$ cat src/rtl/callstack_pkg.sv
`timescale 1ns/1ps
package callstack_pkg;

    localparam int BYTE_W     = 8;
    localparam int ADDR_W     = 16;
    localparam int ADDR_BYTES = ADDR_W / BYTE_W;
    localparam int VEC_LOW_W  = 3;

    typedef enum logic [1:0] {
        OPC_NONE = 2'd0,
        OPC_CALL = 2'd1,
        OPC_RET  = 2'd2,
        OPC_BRK  = 2'd3
    } opc_e;

    // low vector bits [2:1]; bit 0 picks the byte
    typedef enum logic [1:0] {
        VS_NMI = 2'b01,
        VS_RST = 2'b10,
        VS_IRQ = 2'b11
    } vsel_e;

    typedef enum logic [4:0] {
        S_IDLE, S_RVL, S_RVH,
        S_CALL1, S_CALL2, S_JMP,
        S_ENT, S_PUSHH, S_PUSHL, S_PUSHP,
        S_VECL, S_VECH,
        S_RINC1, S_RPOPL, S_RINC2, S_RPOPH, S_RADJ,
        S_FIN
    } state_e;

    typedef enum logic [1:0] {
        AS_PC, AS_PC_NEXT, AS_STACK, AS_VECTOR
    } asrc_e;

    typedef struct packed {
        state_e              st;
        logic [ADDR_W-1:0]   pc;
        logic [BYTE_W-1:0]   sp;
        logic [ADDR_W-1:0]   tgt;
        logic [ADDR_W-1:0]   pop;
        logic [BYTE_W-1:0]   sel;
        logic                idis;
        logic                brk;
        logic                ent;
        vsel_e               vsel;
    } seq_regs_t;

    function automatic logic [BYTE_W-1:0] status_byte(input logic brk, input logic idis);
        status_byte = 8'h20 | {3'b000, brk, 1'b0, idis, 2'b00};
    endfunction

endpackage

$ cat src/rtl/cs_nmi_edge.sv
`timescale 1ns/1ps
module cs_nmi_edge (
    input  logic clk,
    input  logic rst_n,
    input  logic nmi_n,
    input  logic ack,
    output logic take
);
    typedef struct packed {
        logic prev;
        logic pend;
    } nmi_regs_t;

    nmi_regs_t n_d, n_q;
    logic      act;
    logic      fall;

    always_comb begin
        act      = ~nmi_n;              // inverted before use
        fall     = act & ~n_q.prev;
        take     = n_q.pend | fall;
        n_d.prev = act;
        n_d.pend = (n_q.pend | fall) & ~ack;
    end

    always_ff @(posedge clk or negedge rst_n) begin
        if (!rst_n) n_q <= '0;
        else        n_q <= n_d;
    end
endmodule

$ cat src/rtl/cs_byte_adder.sv
`timescale 1ns/1ps
module cs_byte_adder #(
    parameter int NBYTES = 2,
    parameter int BW     = 8
) (
    input  logic [NBYTES*BW-1:0] a,
    input  logic [BW-1:0]        inc,
    output logic [NBYTES*BW-1:0] y
);
    logic [NBYTES-1:0] cy;
    assign cy[0] = 1'b0;

    for (genvar i = 0; i < NBYTES; i++) begin : g_byte
        logic [BW-1:0] addend;
        if (i == 0) begin : g_lsb
            assign addend = inc;
        end else begin : g_upper
            assign addend = '0;
        end
        if (i < NBYTES - 1) begin : g_carry
            logic [BW:0] sum;
            assign sum              = {1'b0, a[i*BW +: BW]} + {1'b0, addend} + {{BW{1'b0}}, cy[i]};
            assign y[i*BW +: BW]    = sum[BW-1:0];
            assign cy[i+1]          = sum[BW];
        end else begin : g_top
            assign y[i*BW +: BW]    = a[i*BW +: BW] + addend + {{(BW-1){1'b0}}, cy[i]};
        end
    end
endmodule

$ cat src/rtl/cs_bus_addr.sv
`timescale 1ns/1ps
module cs_bus_addr
    import callstack_pkg::*;
#(
    parameter logic [BYTE_W-1:0] STK_PAGE = 8'h01
) (
    input  asrc_e               src,
    input  logic [ADDR_W-1:0]   pc,
    input  logic [BYTE_W-1:0]   sp,
    input  vsel_e               vsel,
    input  logic                vbyte,
    output logic [ADDR_W-1:0]   addr
);
    localparam int HI_ONES = ADDR_W - VEC_LOW_W;

    always_comb begin
        case (src)
            AS_PC_NEXT: addr = pc + ADDR_W'(1);
            AS_STACK:   addr = ADDR_W'({STK_PAGE, sp});
            AS_VECTOR:  addr = {{HI_ONES{1'b1}}, vsel, vbyte};
            default:    addr = pc;
        endcase
    end
endmodule

$ cat src/rtl/callstack_seq.sv
`timescale 1ns/1ps
module callstack_seq
    import callstack_pkg::*;
#(
    parameter logic [BYTE_W-1:0] STK_PAGE = 8'h01,
    parameter logic [BYTE_W-1:0] SP_INIT  = 8'hFF
) (
    input  logic              clk,
    input  logic              rst_n,
    input  logic              op_valid,
    input  logic [1:0]        op_class,
    input  logic [BYTE_W-1:0] opr_lo,
    input  logic [BYTE_W-1:0] opr_hi,
    input  logic              irq_n,
    input  logic              nmi_n,
    input  logic              idis_clr,
    output logic [ADDR_W-1:0] mem_addr,
    output logic [BYTE_W-1:0] mem_wdata,
    output logic              mem_we,
    input  logic [BYTE_W-1:0] mem_rdata,
    output logic [ADDR_W-1:0] pc,
    output logic [BYTE_W-1:0] sp,
    output logic              idis,
    output logic [BYTE_W-1:0] brk_sel,
    output logic              busy,
    output logic              done
);
    localparam logic [ADDR_W-1:0] CALL_ADV = ADDR_W'(1);
    localparam logic [ADDR_W-1:0] BRK_ADV  = ADDR_W'(2);
    localparam logic [BYTE_W-1:0] RET_ADJ  = BYTE_W'(2);

    seq_regs_t         r_d, r_q;
    asrc_e             asrc;
    logic              vbyte;
    logic              nmi_ack;
    logic              nmi_take;
    logic              irq_act;
    logic [ADDR_W-1:0] ret_sum;
    state_e            st_w;

    assign irq_act = ~irq_n;            // inverted before use

    cs_nmi_edge u_nmi (
        .clk   (clk),
        .rst_n (rst_n),
        .nmi_n (nmi_n),
        .ack   (nmi_ack),
        .take  (nmi_take)
    );

    cs_byte_adder #(.NBYTES(ADDR_BYTES), .BW(BYTE_W)) u_ret_add (
        .a   (r_q.pop),
        .inc (RET_ADJ),
        .y   (ret_sum)
    );

    cs_bus_addr #(.STK_PAGE(STK_PAGE)) u_addr (
        .src   (asrc),
        .pc    (r_q.pc),
        .sp    (r_q.sp),
        .vsel  (r_q.vsel),
        .vbyte (vbyte),
        .addr  (mem_addr)
    );

    always_comb begin
        r_d       = r_q;
        asrc      = AS_PC;
        vbyte     = 1'b0;
        mem_we    = 1'b0;
        mem_wdata = '0;
        nmi_ack   = 1'b0;
        case (r_q.st)
            S_IDLE: begin
                if (idis_clr) r_d.idis = 1'b0;
                if (nmi_take) begin
                    r_d.st   = S_ENT;
                    r_d.vsel = VS_NMI;
                    r_d.brk  = 1'b0;
                    r_d.ent  = 1'b1;
                    nmi_ack  = 1'b1;
                end else if (irq_act && !r_q.idis) begin
                    r_d.st   = S_ENT;
                    r_d.vsel = VS_IRQ;
                    r_d.brk  = 1'b0;
                    r_d.ent  = 1'b1;
                end else if (op_valid) begin
                    case (opc_e'(op_class))
                        OPC_CALL: begin
                            r_d.st  = S_CALL1;
                            r_d.tgt = {opr_hi, opr_lo};
                            r_d.ent = 1'b0;
                        end
                        OPC_RET:  r_d.st = S_RINC1;
                        OPC_BRK: begin
                            r_d.st   = S_ENT;
                            r_d.vsel = VS_IRQ;
                            r_d.brk  = 1'b1;
                            r_d.ent  = 1'b1;
                        end
                        default: ;
                    endcase
                end
            end
            S_RVL: begin
                asrc                 = AS_VECTOR;
                r_d.pc[BYTE_W-1:0]   = mem_rdata;
                r_d.st               = S_RVH;
            end
            S_RVH: begin
                asrc                      = AS_VECTOR;
                vbyte                     = 1'b1;
                r_d.pc[ADDR_W-1:BYTE_W]   = mem_rdata;
                r_d.st                    = S_FIN;
            end
            S_CALL1: begin                  // operand low fetch: PC = opcode + 1
                r_d.pc = r_q.pc + CALL_ADV;
                r_d.st = S_CALL2;
            end
            S_CALL2: r_d.st = S_PUSHH;      // operand high fetch, PC held
            S_ENT: begin
                if (r_q.brk) begin
                    asrc    = AS_PC_NEXT;
                    r_d.sel = mem_rdata;
                    r_d.pc  = r_q.pc + BRK_ADV;
                end
                r_d.st = S_PUSHH;
            end
            S_PUSHH: begin
                asrc      = AS_STACK;
                mem_we    = 1'b1;
                mem_wdata = r_q.pc[ADDR_W-1:BYTE_W];
                r_d.sp    = r_q.sp - 8'd1;
                r_d.st    = S_PUSHL;
            end
            S_PUSHL: begin
                asrc      = AS_STACK;
                mem_we    = 1'b1;
                mem_wdata = r_q.pc[BYTE_W-1:0];
                r_d.sp    = r_q.sp - 8'd1;
                r_d.st    = r_q.ent ? S_PUSHP : S_JMP;
            end
            S_PUSHP: begin
                asrc      = AS_STACK;
                mem_we    = 1'b1;
                mem_wdata = status_byte(r_q.brk, r_q.idis);
                r_d.sp    = r_q.sp - 8'd1;
                r_d.idis  = 1'b1;
                r_d.st    = S_VECL;
            end
            S_VECL: begin
                asrc               = AS_VECTOR;
                r_d.pc[BYTE_W-1:0] = mem_rdata;
                r_d.st             = S_VECH;
            end
            S_VECH: begin
                asrc                    = AS_VECTOR;
                vbyte                   = 1'b1;
                r_d.pc[ADDR_W-1:BYTE_W] = mem_rdata;
                r_d.st                  = S_FIN;
            end
            S_JMP: begin
                r_d.pc = r_q.tgt;
                r_d.st = S_FIN;
            end
            S_RINC1: begin
                r_d.sp = r_q.sp + 8'd1;
                r_d.st = S_RPOPL;
            end
            S_RPOPL: begin
                asrc                = AS_STACK;
                r_d.pop[BYTE_W-1:0] = mem_rdata;
                r_d.st              = S_RINC2;
            end
            S_RINC2: begin
                r_d.sp = r_q.sp + 8'd1;
                r_d.st = S_RPOPH;
            end
            S_RPOPH: begin
                asrc                     = AS_STACK;
                r_d.pop[ADDR_W-1:BYTE_W] = mem_rdata;
                r_d.st                   = S_RADJ;
            end
            S_RADJ: begin
                r_d.pc = ret_sum;
                r_d.st = S_FIN;
            end
            S_FIN:   r_d.st = S_IDLE;
            default: r_d.st = S_IDLE;
        endcase
    end

    always_ff @(posedge clk or negedge rst_n) begin
        if (!rst_n) begin
            r_q <= '{st: S_RVL, pc: '0, sp: SP_INIT, tgt: '0, pop: '0, sel: '0,
                     idis: 1'b1, brk: 1'b0, ent: 1'b0, vsel: VS_RST};
        end else begin
            r_q <= r_d;
        end
    end

    assign pc      = r_q.pc;
    assign sp      = r_q.sp;
    assign idis    = r_q.idis;
    assign brk_sel = r_q.sel;
    assign busy    = (r_q.st != S_IDLE);
    assign done    = (r_q.st == S_FIN);
    assign st_w    = r_q.st;
endmodule

$ cat config.mk
export PLATFORM = sky130hd
export DESIGN_NAME = callstack_seq
export DESIGN_NICKNAME = d
export VERILOG_FILES = /design/src/rtl/callstack_pkg.sv /design/src/rtl/cs_nmi_edge.sv /design/src/rtl/cs_byte_adder.sv /design/src/rtl/cs_bus_addr.sv /design/src/rtl/callstack_seq.sv
export SDC_FILE = /design/constraint.sdc
export NUM_CORES = 1
export LEC_CHECK = 0
export CAP_MARGIN = 30
export CORE_MARGIN = 2
export CORE_UTILIZATION = 47
export CTS_BUF_LIST = sky130_fd_sc_hd__clkbuf_8
export DETAILED_ROUTE_END_ITERATION = 8
export PLACE_DENSITY = 0.71
export SYNTH_ARGS = -nofsm -noshare
export SYNTH_HDL_FRONTEND = slang
export SYNTH_SLANG_ARGS = --single-unit
export TNS_END_PERCENT = 1
$ cat constraint.sdc
create_clock -name clk -period 5.2 [get_ports clk]
set_clock_uncertainty 0.05 [all_clocks]
set_input_delay 1.04 -clock clk [delete_from_list [all_inputs] [get_ports clk]]
set_output_delay 1.04 -clock clk [all_outputs]
set_load 0.005 [all_outputs]
==> run summary <==
RR Startpoint: st_w[1]
Maxcap violations: 0
Worst Setup Start Kind: flop
GRT overflow: 0
CTS tree: yes
Final core utilization: 54.9%
Top delay family on crit path: simple AND/OR/NAND/NOR gates
Number of synthesized flops with an enable pin: 0
Fin nets: 725
Main combinational cell family by area after synthesis: compound AO/OA/AOI/OAI gates
Met3 usage: 4.31%
IO Port Bufs: 91
Yosys top cell by area: dfrtp_1
Reg2Reg Depth: 6
H-tree Lvls: 3
Reg-to-reg critical path endpoint: pc[7]
Setup CP Type: flop to output pin
Worst-path maximum fanout: 9
Final Hold Fails: 0
CP endpoint kind: output pin
Antenna violations before repair: 0
Post-route setup TNS: 0 ns
Seq/Total Area, Yosys: 32.2%
Leakage Power: 2.71 nW
Crit path buffers/inverters: 1
Synth area leaders: dfrtp_1, mux2_2, dfstp_2
Ant diodes: 0
GR Util All Layers: 27.1%
Die Wd: 116 um
Worst vdd ir: 0.436 mV
Vias in the first global route: 4854
RSZ-0062 raised after global routing: false
DR pass1 iterations: 8
Worst-Skew Late Latency: 0.38 ns
Root buffer cell: clkbuf_8
Syn Inst Count: 642
Busiest layer in global routing: met2
Starting DRT DRC Count: 750
Setup violators final: 0
Detailed-route via count: 5330
Status: complete, no violations
Final WL: 17900 um
Hold Path Class: primary input to asynchronous set/reset pin
Row count: 41
Synth cell types: 85
Layout area overhead: 15.0%
Warnings from Yosys: 0
CP startpoint: pc[2]
Mux cell area share after synthesis: 8.63%
Simple-gate share of the synthesized area: 19.6%
Core region area: 12500 sq um
Asr flop ratio synth: 100%
CP max-delay cell: nor4_1
Global-route wire length before repair: 27600 um
Post-synthesis compound-gate area fraction: 22.0%
Antenna-violating nets left: 0
Initial Utilization: 47.7%
Post-cts sizing count: 0
Top FF cell, synth: dfrtp_1
Post CTS Setup Buffer Count: 0
Routing usage on met2: 40.2%
Post-Synth XOR/XNOR Area: 4.13%
Share of cells above drive strength 1: 15.0%
Global placer's final weighted congestion: 0.961
Largest net degree at the start of global routing: 77
Critical Path AT: 3.18 ns
Worst-path clk slew: 0.08 ns
Clock period minus worst slack: 4.27 ns
Worst Max-Slew Pin Slew: 1.01 ns
Max Slew Vio Count: 0
DIE HEIGHT: 116 um
Relative slew slack: 32.6%
Net Count, Synth: 690
Synth Area in Adders: 3.49%
Fin crit share: 82.1%
Slowest stage delay, CP: 0.60 ns
Cell Area, Synth: 5940 sq um
CP required: 4.11 ns
Top-area cell type share of the netlist area: 27.4%
M1 GR Usage: 39.0%
DRC viols: 0
Syn avg cell area: 9.26 sq um
Cell area power density: 595 nW/um^2
Boundary Pins: 92
Clock tree sinks: 76
TritonCTS Buffers: 9
Worst-path cell chain: ha_1, nand2_1, nor4_1, and2_1, o21ai_0, a221o_1, clkdlybuf4s50_1
Vias/cell: 6.25
Hold_buf cts: 0
FF-to-FF setup slack: 2.05 ns
Clock buffer depth: 2
Post-DP HPWL: 13000 um
Die footprint: 13600 sq um
Fmax: 234 MHz
Yosys reg bits: 76
Routed length per placed instance: 21.0 um
registers in the layout, summed over array words and instances (netlist names):
register,cells
sp,8
st_w,5
pc,16
r_q,36
brk_sel,8
idis,1
u_nmi.n_q,2
per-layer routing:
metal | up-vias | routed length, um
li1 | 2433 | -
met1 | 2582 | 7840
met2 | 271 | 7970
met3 | 44 | 1480
met4 | 0 | 645
met5 | - | 0
stage by stage:
step / power [mW] / setup WS [ns] / hold slack, ns / area [sq um] / cells
floorplan: 2.76 / 2.23 / 0.390 / 5940 / 642
global placement: 3.52 / 1.38 / 0.441 / 6620 / 837
detailed placement: 3.56 / 1.40 / 0.446 / 6620 / 837
CTS: 4.04 / 0.993 / 0.459 / 6810 / 852
global route: 4.33 / 0.736 / 0.406 / 6840 / 853
finish: 4.07 / 0.933 / 0.421 / 6840 / 853
cell type report:
class                   count  area [sq um]
clock buffers              10           138
repair buffers            101          1000
well taps                 172           215
multi-input cells         470          3440
inverters                  19          71.3
flip-flops and latches     76          1920
clock inverters             5          53.8
fillers                  1149          5630
power by group:
part	switching (mW)	internal, mW	total, mW
logic	1.21	1.18	2.39
registers	0.358	0.847	1.21
clock network	0.239	0.231	0.470
worst max-delay path by stage:
| stage | to | slack, ns | cells past startpoint |
|---|---|---|---|
| after floorplan | mem_addr[15] | 2.23 | 6 |
| after global placement | mem_addr[6] | 1.38 | 7 |
| after detailed placement | mem_addr[6] | 1.40 | 7 |
| after CTS | mem_addr[6] | 0.99 | 7 |
| after global routing | mem_addr[15] | 0.74 | 7 |
| final | mem_addr[15] | 0.93 | 7 |
cell usage after synthesis, drive strengths merged, types with 8 or more instances:
| master | instances |
|---|---|
| inv | 19 |
| xor2 | 8 |
| dfstp | 11 |
| and2 | 8 |
| a22o | 9 |
| nor2b | 10 |
| nor2 | 34 |
| nor3 | 20 |
| a211oi | 16 |
| nor4 | 14 |
| o21ai | 49 |
| clkbuf | 8 |
| ha | 15 |
| a222oi | 8 |
| mux2 | 41 |
| nand3 | 16 |
| dfrtp | 65 |
| nand2 | 46 |
| a21oi | 24 |
| buf | 69 |
| xnor2 | 20 |
worst register-to-register path: stages (launching register included):
cell and delay (ns):
dfrtp_1 0.55, buf_4 0.28, or3b_4 0.42, nor3_2 0.75, a211oi_2 0.33, or4_1 0.58, o211ai_1 0.11
cells in the final DEF (no fill, tap or decap), types with 6 or more instances in the layout:
cell,Yosys,routed
nor2b_1,10,10
a21o_1,7,7
ha_1,15,15
nor3_1,17,17
nand3b_1,6,6
nor4_1,13,13
clkbuf_8,0,10
a22o_1,9,9
a211oi_1,12,11
dfrtp_1,65,65
mux2_2,30,30
a222oi_1,8,8
nor2_1,32,32
dfstp_2,11,11
a21oi_1,23,23
clkdlybuf4s50_1,0,90
nand3_1,16,16
inv_1,19,21
or3_1,7,7
mux2_4,11,11
buf_4,36,10
nand2b_1,7,7
xnor2_1,20,20
xor2_1,8,8
a22oi_1,6,6
o21ai_0,48,48
and2_1,7,7
nand2_1,46,46
cell families (layout without fill, tap and decap cells):
family | after synthesis | count (layout)
fa+ha+maj | 16 | 16
flops | 76 | 76
mux | 42 | 42
simple gates | 204 | 204
buf+inv | 96 | 135
xor+xnor | 28 | 28
compound gates | 180 | 180
Note: power is estimated with default switching activity, not from simulation.
